File: src/rtl/cq_pkg.sv
package cq_pkg;
  localparam int SRC_PER_INSN = 2;

  function automatic int ptr_bits(input int width);
    return $clog2(width + 1);
  endfunction
endpackage

File: src/rtl/cq_entry.sv
module cq_entry
  import cq_pkg::*;
#(
  parameter int WIDTH  = 4,
  parameter int TAG_W  = 6,
  parameter int PAY_W  = 16,
  parameter int WAKE_N = 4,
  localparam int NSRC  = WIDTH * SRC_PER_INSN,
  localparam int PTR_W = ptr_bits(WIDTH)
) (
  input  logic                     clk,
  input  logic                     rst_n,
  input  logic                     flush,
  input  logic                     load,
  input  logic                     drop,
  input  logic [WIDTH-1:0]         ld_slot_v,
  input  logic [NSRC*TAG_W-1:0]    ld_tag,
  input  logic [NSRC-1:0]          ld_local,
  input  logic [WIDTH*PAY_W-1:0]   ld_pay,
  input  logic [WAKE_N-1:0]        wake_v,
  input  logic [WAKE_N*TAG_W-1:0]  wake_tag,
  output logic                     busy,
  output logic                     done,
  output logic                     iss_v,
  output logic [PAY_W-1:0]         iss_pay
);
  logic                   busy_q;
  logic [WIDTH-1:0]       slot_v_q;
  logic [NSRC-1:0]        rdy_q;
  logic [NSRC*TAG_W-1:0]  tag_q;
  logic [WIDTH*PAY_W-1:0] pay_q;
  logic [PTR_W-1:0]       ptr_q;
  logic [NSRC-1:0]        hit_ld, hit_q;
  logic                   cur_ok;
  logic [PAY_W-1:0]       cur_pay;

  // first set bit of m at or above 'from'; WIDTH when none remains
  function automatic logic [PTR_W-1:0] seek(input logic [WIDTH-1:0] m, input int from);
    logic [PTR_W-1:0] r;
    r = PTR_W'(WIDTH);
    for (int i = WIDTH - 1; i >= 0; i--)
      if (i >= from && m[i]) r = PTR_W'(i);
    return r;
  endfunction

  function automatic logic tag_hit(input logic [TAG_W-1:0] t,
                                   input logic [WAKE_N-1:0] v,
                                   input logic [WAKE_N*TAG_W-1:0] tags);
    logic h;
    h = 1'b0;
    for (int k = 0; k < WAKE_N; k++)
      if (v[k] && tags[k*TAG_W +: TAG_W] == t) h = 1'b1;
    return h;
  endfunction

  always_comb begin
    for (int s = 0; s < NSRC; s++) begin
      hit_ld[s] = tag_hit(ld_tag[s*TAG_W +: TAG_W], wake_v, wake_tag);
      hit_q[s]  = tag_hit(tag_q[s*TAG_W +: TAG_W], wake_v, wake_tag);
    end
  end

  always_comb begin
    cur_ok  = 1'b0;
    cur_pay = '0;
    for (int i = 0; i < WIDTH; i++)
      if (PTR_W'(i) == ptr_q) begin
        cur_ok  = &rdy_q[i*SRC_PER_INSN +: SRC_PER_INSN];
        cur_pay = pay_q[i*PAY_W +: PAY_W];
      end
  end

  assign busy    = busy_q;
  assign done    = busy_q && (ptr_q == PTR_W'(WIDTH));
  assign iss_v   = busy_q && !done && cur_ok && !flush;
  assign iss_pay = cur_pay;

  always_ff @(posedge clk) begin
    if (!rst_n) begin
      busy_q   <= 1'b0;
      slot_v_q <= '0;
      rdy_q    <= '0;
      tag_q    <= '0;
      pay_q    <= '0;
      ptr_q    <= PTR_W'(WIDTH);
    end else if (flush || drop) begin
      busy_q <= 1'b0;
    end else if (load) begin
      busy_q   <= 1'b1;
      slot_v_q <= ld_slot_v;
      tag_q    <= ld_tag;
      pay_q    <= ld_pay;
      rdy_q    <= ld_local | hit_ld;
      ptr_q    <= seek(ld_slot_v, 0);
    end else if (busy_q) begin
      rdy_q <= rdy_q | hit_q;
      if (iss_v) ptr_q <= seek(slot_v_q, int'(ptr_q) + 1);
    end
  end
endmodule

File: src/rtl/cq_ctrl.sv
module cq_ctrl #(
  parameter int DEPTH  = 8,
  localparam int IDX_W = $clog2(DEPTH),
  localparam int CNT_W = $clog2(DEPTH + 1)
) (
  input  logic             clk,
  input  logic             rst_n,
  input  logic             flush,
  input  logic             alloc_req,
  input  logic             head_done,
  output logic             alloc_ready,
  output logic             alloc_fire,
  output logic             release_fire,
  output logic [IDX_W-1:0] head,
  output logic [IDX_W-1:0] tail,
  output logic [CNT_W-1:0] count
);
  function automatic logic [IDX_W-1:0] wrap_inc(input logic [IDX_W-1:0] p);
    return (p == IDX_W'(DEPTH - 1)) ? '0 : p + 1'b1;
  endfunction

  assign alloc_ready  = (count != CNT_W'(DEPTH));
  assign alloc_fire   = alloc_req && alloc_ready && !flush;
  assign release_fire = head_done && !flush;

  always_ff @(posedge clk) begin
    if (!rst_n || flush) begin
      head  <= '0;
      tail  <= '0;
      count <= '0;
    end else begin
      if (alloc_fire)   tail <= wrap_inc(tail);
      if (release_fire) head <= wrap_inc(head);
      case ({alloc_fire, release_fire})
        2'b10:   count <= count + 1'b1;
        2'b01:   count <= count - 1'b1;
        default: count <= count;
      endcase
    end
  end
endmodule

File: src/rtl/cluster_queue.sv
module cluster_queue
  import cq_pkg::*;
#(
  parameter int DEPTH  = 8,
  parameter int WIDTH  = 4,
  parameter int TAG_W  = 6,
  parameter int PAY_W  = 16,
  parameter int WAKE_N = 4,
  localparam int NSRC  = WIDTH * SRC_PER_INSN,
  localparam int IDX_W = $clog2(DEPTH),
  localparam int CNT_W = $clog2(DEPTH + 1)
) (
  input  logic                     clk,
  input  logic                     rst_n,
  input  logic                     flush,
  input  logic                     alloc_valid,
  output logic                     alloc_ready,
  input  logic [WIDTH-1:0]         alloc_slot_valid,
  input  logic [NSRC*TAG_W-1:0]    alloc_src_tag,
  input  logic [NSRC-1:0]          alloc_src_local,
  input  logic [WIDTH*PAY_W-1:0]   alloc_payload,
  input  logic [WAKE_N-1:0]        wake_valid,
  input  logic [WAKE_N*TAG_W-1:0]  wake_tag,
  output logic [DEPTH-1:0]         issue_valid,
  output logic [DEPTH*PAY_W-1:0]   issue_payload,
  output logic                     release_valid,
  output logic [IDX_W-1:0]         release_entry
);
  logic             alloc_fire, release_fire;
  logic [IDX_W-1:0] head, tail;
  logic [CNT_W-1:0] count;
  logic [DEPTH-1:0] entry_busy, entry_done, entry_load, entry_drop;
  logic             head_done;

  assign head_done = entry_done[head];

  cq_ctrl #(.DEPTH(DEPTH)) u_ctrl (
    .clk(clk), .rst_n(rst_n), .flush(flush), .alloc_req(alloc_valid),
    .head_done(head_done), .alloc_ready(alloc_ready), .alloc_fire(alloc_fire),
    .release_fire(release_fire), .head(head), .tail(tail), .count(count)
  );

  for (genvar e = 0; e < DEPTH; e++) begin : g_row
    assign entry_load[e] = alloc_fire && (tail == IDX_W'(e));
    assign entry_drop[e] = release_fire && (head == IDX_W'(e));
    cq_entry #(.WIDTH(WIDTH), .TAG_W(TAG_W), .PAY_W(PAY_W), .WAKE_N(WAKE_N)) u_entry (
      .clk(clk), .rst_n(rst_n), .flush(flush),
      .load(entry_load[e]), .drop(entry_drop[e]),
      .ld_slot_v(alloc_slot_valid), .ld_tag(alloc_src_tag),
      .ld_local(alloc_src_local), .ld_pay(alloc_payload),
      .wake_v(wake_valid), .wake_tag(wake_tag),
      .busy(entry_busy[e]), .done(entry_done[e]),
      .iss_v(issue_valid[e]), .iss_pay(issue_payload[e*PAY_W +: PAY_W])
    );
  end

  assign release_valid = release_fire;
  assign release_entry = head;
endmodule

File: config.mk
export PLATFORM = sky130hd
export DESIGN_NAME = cluster_queue
export DESIGN_NICKNAME = d
export VERILOG_FILES = /design/src/rtl/cq_pkg.sv /design/src/rtl/cq_entry.sv /design/src/rtl/cq_ctrl.sv /design/src/rtl/cluster_queue.sv
export SDC_FILE = /design/constraint.sdc
export NUM_CORES = 2
export LEC_CHECK = 0
export BUFFER_PORTS_ARGS = -buffer_cell sky130_fd_sc_hd__clkbuf_2
export CORE_ASPECT_RATIO = 1.2
export CORE_MARGIN = 3
export CORE_UTILIZATION = 55
export CTS_CLUSTER_SIZE = 20
export DETAILED_ROUTE_END_ITERATION = 16
export PLACE_DENSITY = 0.75
export SETUP_SLACK_MARGIN = 0.02
export SYNTH_ARGS = -nofsm -noshare
export SYNTH_HDL_FRONTEND = slang
export SYNTH_SLANG_ARGS = --single-unit
export TNS_END_PERCENT = 100
File: constraint.sdc
create_clock -name clk -period 4.22 [get_ports clk]
set_input_delay 0.844 -clock clk [delete_from_list [all_inputs] [get_ports clk]]
set_output_delay 0.844 -clock clk [all_outputs]
set_load 0.01 [all_outputs]
==> results.tsv <==
metric	value	unit
Site Rows	137	
skew final	0.0656	ns
fin crit share	97.5	%
chip width	319	µm
CTS resizes	0	
largest net degree at the start of global routing	205	
PwrDens	331	nW/µm²
register area share after synthesis	32.1	%
setup TNS	0	ns
most instantiated cells after synthesis	1539 x nand2_1, 1034 x dfxtp_1, 868 x xnor2_1, 863 x xor2_1, 739 x a21oi_1	
syn nets	8808	
GRT overflow	0	
# hold bufs at CTS	0	
Mapped Area	64500	µm²
CTS buffer count	107	
# clock sinks	1034	
min Tclk post-route	4.12	ns
TritonCTS clock tree	yes	
final hold violations	0	
CP Data Required Time	3.38	ns
antenna violations before repair	20	
EDFF count, synth	0	
final setup vio count	0	
CTS root buf	clkbuf_16	
drt wl/cell	26.4	µm
CP Max Fanout	6	
post-CTS setup buffer count	0	
Synth area leader	dfxtp_1	
1st-iter DRT viols	9089	
fmax	0.243	GHz
IO Pins	297	
Synth async-reset ratio	0	%
Hold Path Class	register to register	
routed vias/inst	6.50	
relative slew slack	22.9	%
count of cell types in the netlist	79	
Avg Synthesized Cell Area	7.53	µm²
Remaining DRCs	0	
# port buffers	296	
Synth Register Bits	1034	
CP Capture Type	primary output	
VDD IR max	0.337	mV
Yosys warning total	0	
Nets	8296	
Leak Pwr	0.0251	µW
fin. max-slew vios	0	
dominant cells by area after synthesis	dfxtp_1 32%, xnor2_1 12%, xor2_1 12%, nand2_1 9.0%, a21oi_1 5.7%	
Startpoint Class	register	
Tot GR Track Use	40.2	%
hpwl dp	163000	µm
height of the die	381	µm
first-pass GRT wire length	375000	µm
worst-skew pair later-pin latency	0.78	ns
final wirelength	256000	µm
Crit path arrival time	3.27	ns
Routed Antenna Nets	0	
Final Non-Filler Cells	9681	
Starting Density	55.4	%
number of global-route vias before repair	59000	
Core Region	116000	µm²
Area Growth Syn to Fin	7.72	%
die area	121000	µm²
most frequent cell after synthesis	nand2_1	
placed insts	9473	
Max Cap Viol	0	
Synth top area share	32.1	%
Top FF cell, synth	dfxtp_1	
routability cong.	0.990	
unrepaired setup endpoints after global routing	yes	
status	finished clean	
share of layout cells above drive strength 1	9.62	%
post-placement cell area	65600	µm²
clk buf depth	3	
Initial DRT Pass Iterations	7	
H-tree depth	3	
Slew @ Worst Pin	1.16	ns
Via Count	62900	
critical path type	register to primary output	
Final Cell Area	69500	µm²
cell count after synthesis	8565	
Clk pin slew, worst setup/hold paths	0.07	ns
sequential cells by signal, summed over array words and instances (netlist names):
name                    flops
g_row.u_entry.pay_q       512
g_row.u_entry.ptr_q        24
g_row.u_entry.busy          8
g_row.u_entry.tag_q       384
u_ctrl.count                4
u_ctrl.tail                 3
g_row.u_entry.rdy_q        64
u_ctrl.head                 3
g_row.u_entry.slot_v_q     32
critical path: stages, from the launching register on:
cell,delay (ns)
dfxtp_1,0.44
inv_1,0.15
ha_1,0.26
nor3b_2,0.24
a32oi_1,0.19
or3_1,0.33
a21oi_1,0.62
clkbuf_2,0.26
where the power goes:
part	internal, µW	switching [µW]	leakage, µW
clock	5850	4520	0.00187
combinational	817	1950	0.0149
sequential	9810	70.0	0.00833
total	16500	6540	0.0251
stage by stage:
stage | setup WS [ns] | utilization, % | hold WS [ns] | power, µW
3_5_place_dp | 0.591 | 56.4 | 0.444 | 12700
2_1_floorplan | 1.27 | - | 0.432 | 11700
4_1_cts | 0.0623 | 59.7 | 0.455 | 22900
6_report | 0.104 | 59.7 | 0.454 | 23000
5_1_grt | 0.0192 | 59.7 | 0.468 | 23500
3_3_place_gp | 0.643 | 56.4 | 0.441 | 12700
per-layer routing:
layer  vias up  track usage [%]  wire [µm]
li1      27600                -          -
met1     29200             47.8      88000
met2      4625             59.8     106000
met3      1434             13.1      37100
met4        26             31.2      24500
met5         -                0        163
cell families after synthesis:
kind of cell,after synthesis,synth area share [%]
adders and majority gates,87,1.69
AOI/OAI and AO/OA,1573,13.9
DFF,1034,32.1
buffers and inverters,1167,7.45
xor gates and xnor gates,1731,23.5
and+or+nand+nor,2968,21.3
muxes,5,0.0834
area by class of cell:
cell class / count / area (µm²)
well taps: 1529 / 1910
multi-input cells: 6364 / 39200
fillers: 10200 / 46900
clock buffers: 138 / 2970
repair buffers: 498 / 3670
inverters: 48 / 188
flip-flops and latches: 1034 / 20700
clock inverters: 64 / 868
diodes: 6 / 15.0
worst paths after layout:
path | slack, ns | cells after the start | from | endpoint
max | 0.10 | 7 | g_row[7].u_entry.ptr_q[1] | issue_valid[7]
min | 0.45 | 2 | g_row[4].u_entry.pay_q[2] | g_row[4].u_entry.pay_q[2]
max reg2reg | 0.81 | 9 | g_row[7].u_entry.ptr_q[0] | g_row[4].u_entry.pay_q[59]
min reg2reg | 0.45 | 2 | g_row[4].u_entry.pay_q[2] | g_row[4].u_entry.pay_q[2]
layout by cell type (no fill, tap or decap), types with 9 or more instances in the layout:
cell type / n
or3_1: 9
o221a_2: 39
nand2_1: 1537
o21ai_0: 476
o21ai_1: 37
ha_1: 87
o31ai_1: 30
xor2_1: 863
nor2_1: 183
a32o_1: 12
buf_4: 183
a22oi_1: 117
o211ai_1: 9
inv_1: 43
bufinv_16: 13
clkbuf_2: 267
clkinv_2: 28
nor4_1: 298
dfxtp_1: 1034
nor3_1: 118
clkbuf_16: 107
nor2b_1: 12
nand3_1: 418
a21oi_1: 739
clkbuf_8: 18
xnor2_1: 868
nand2b_1: 12
and3_1: 15
clkbuf_1: 13
a211oi_1: 11
nand4_1: 295
a31oi_1: 9
buf_12: 47
nor2b_2: 9
a221oi_1: 21
(Power assumes the default switching activity.)
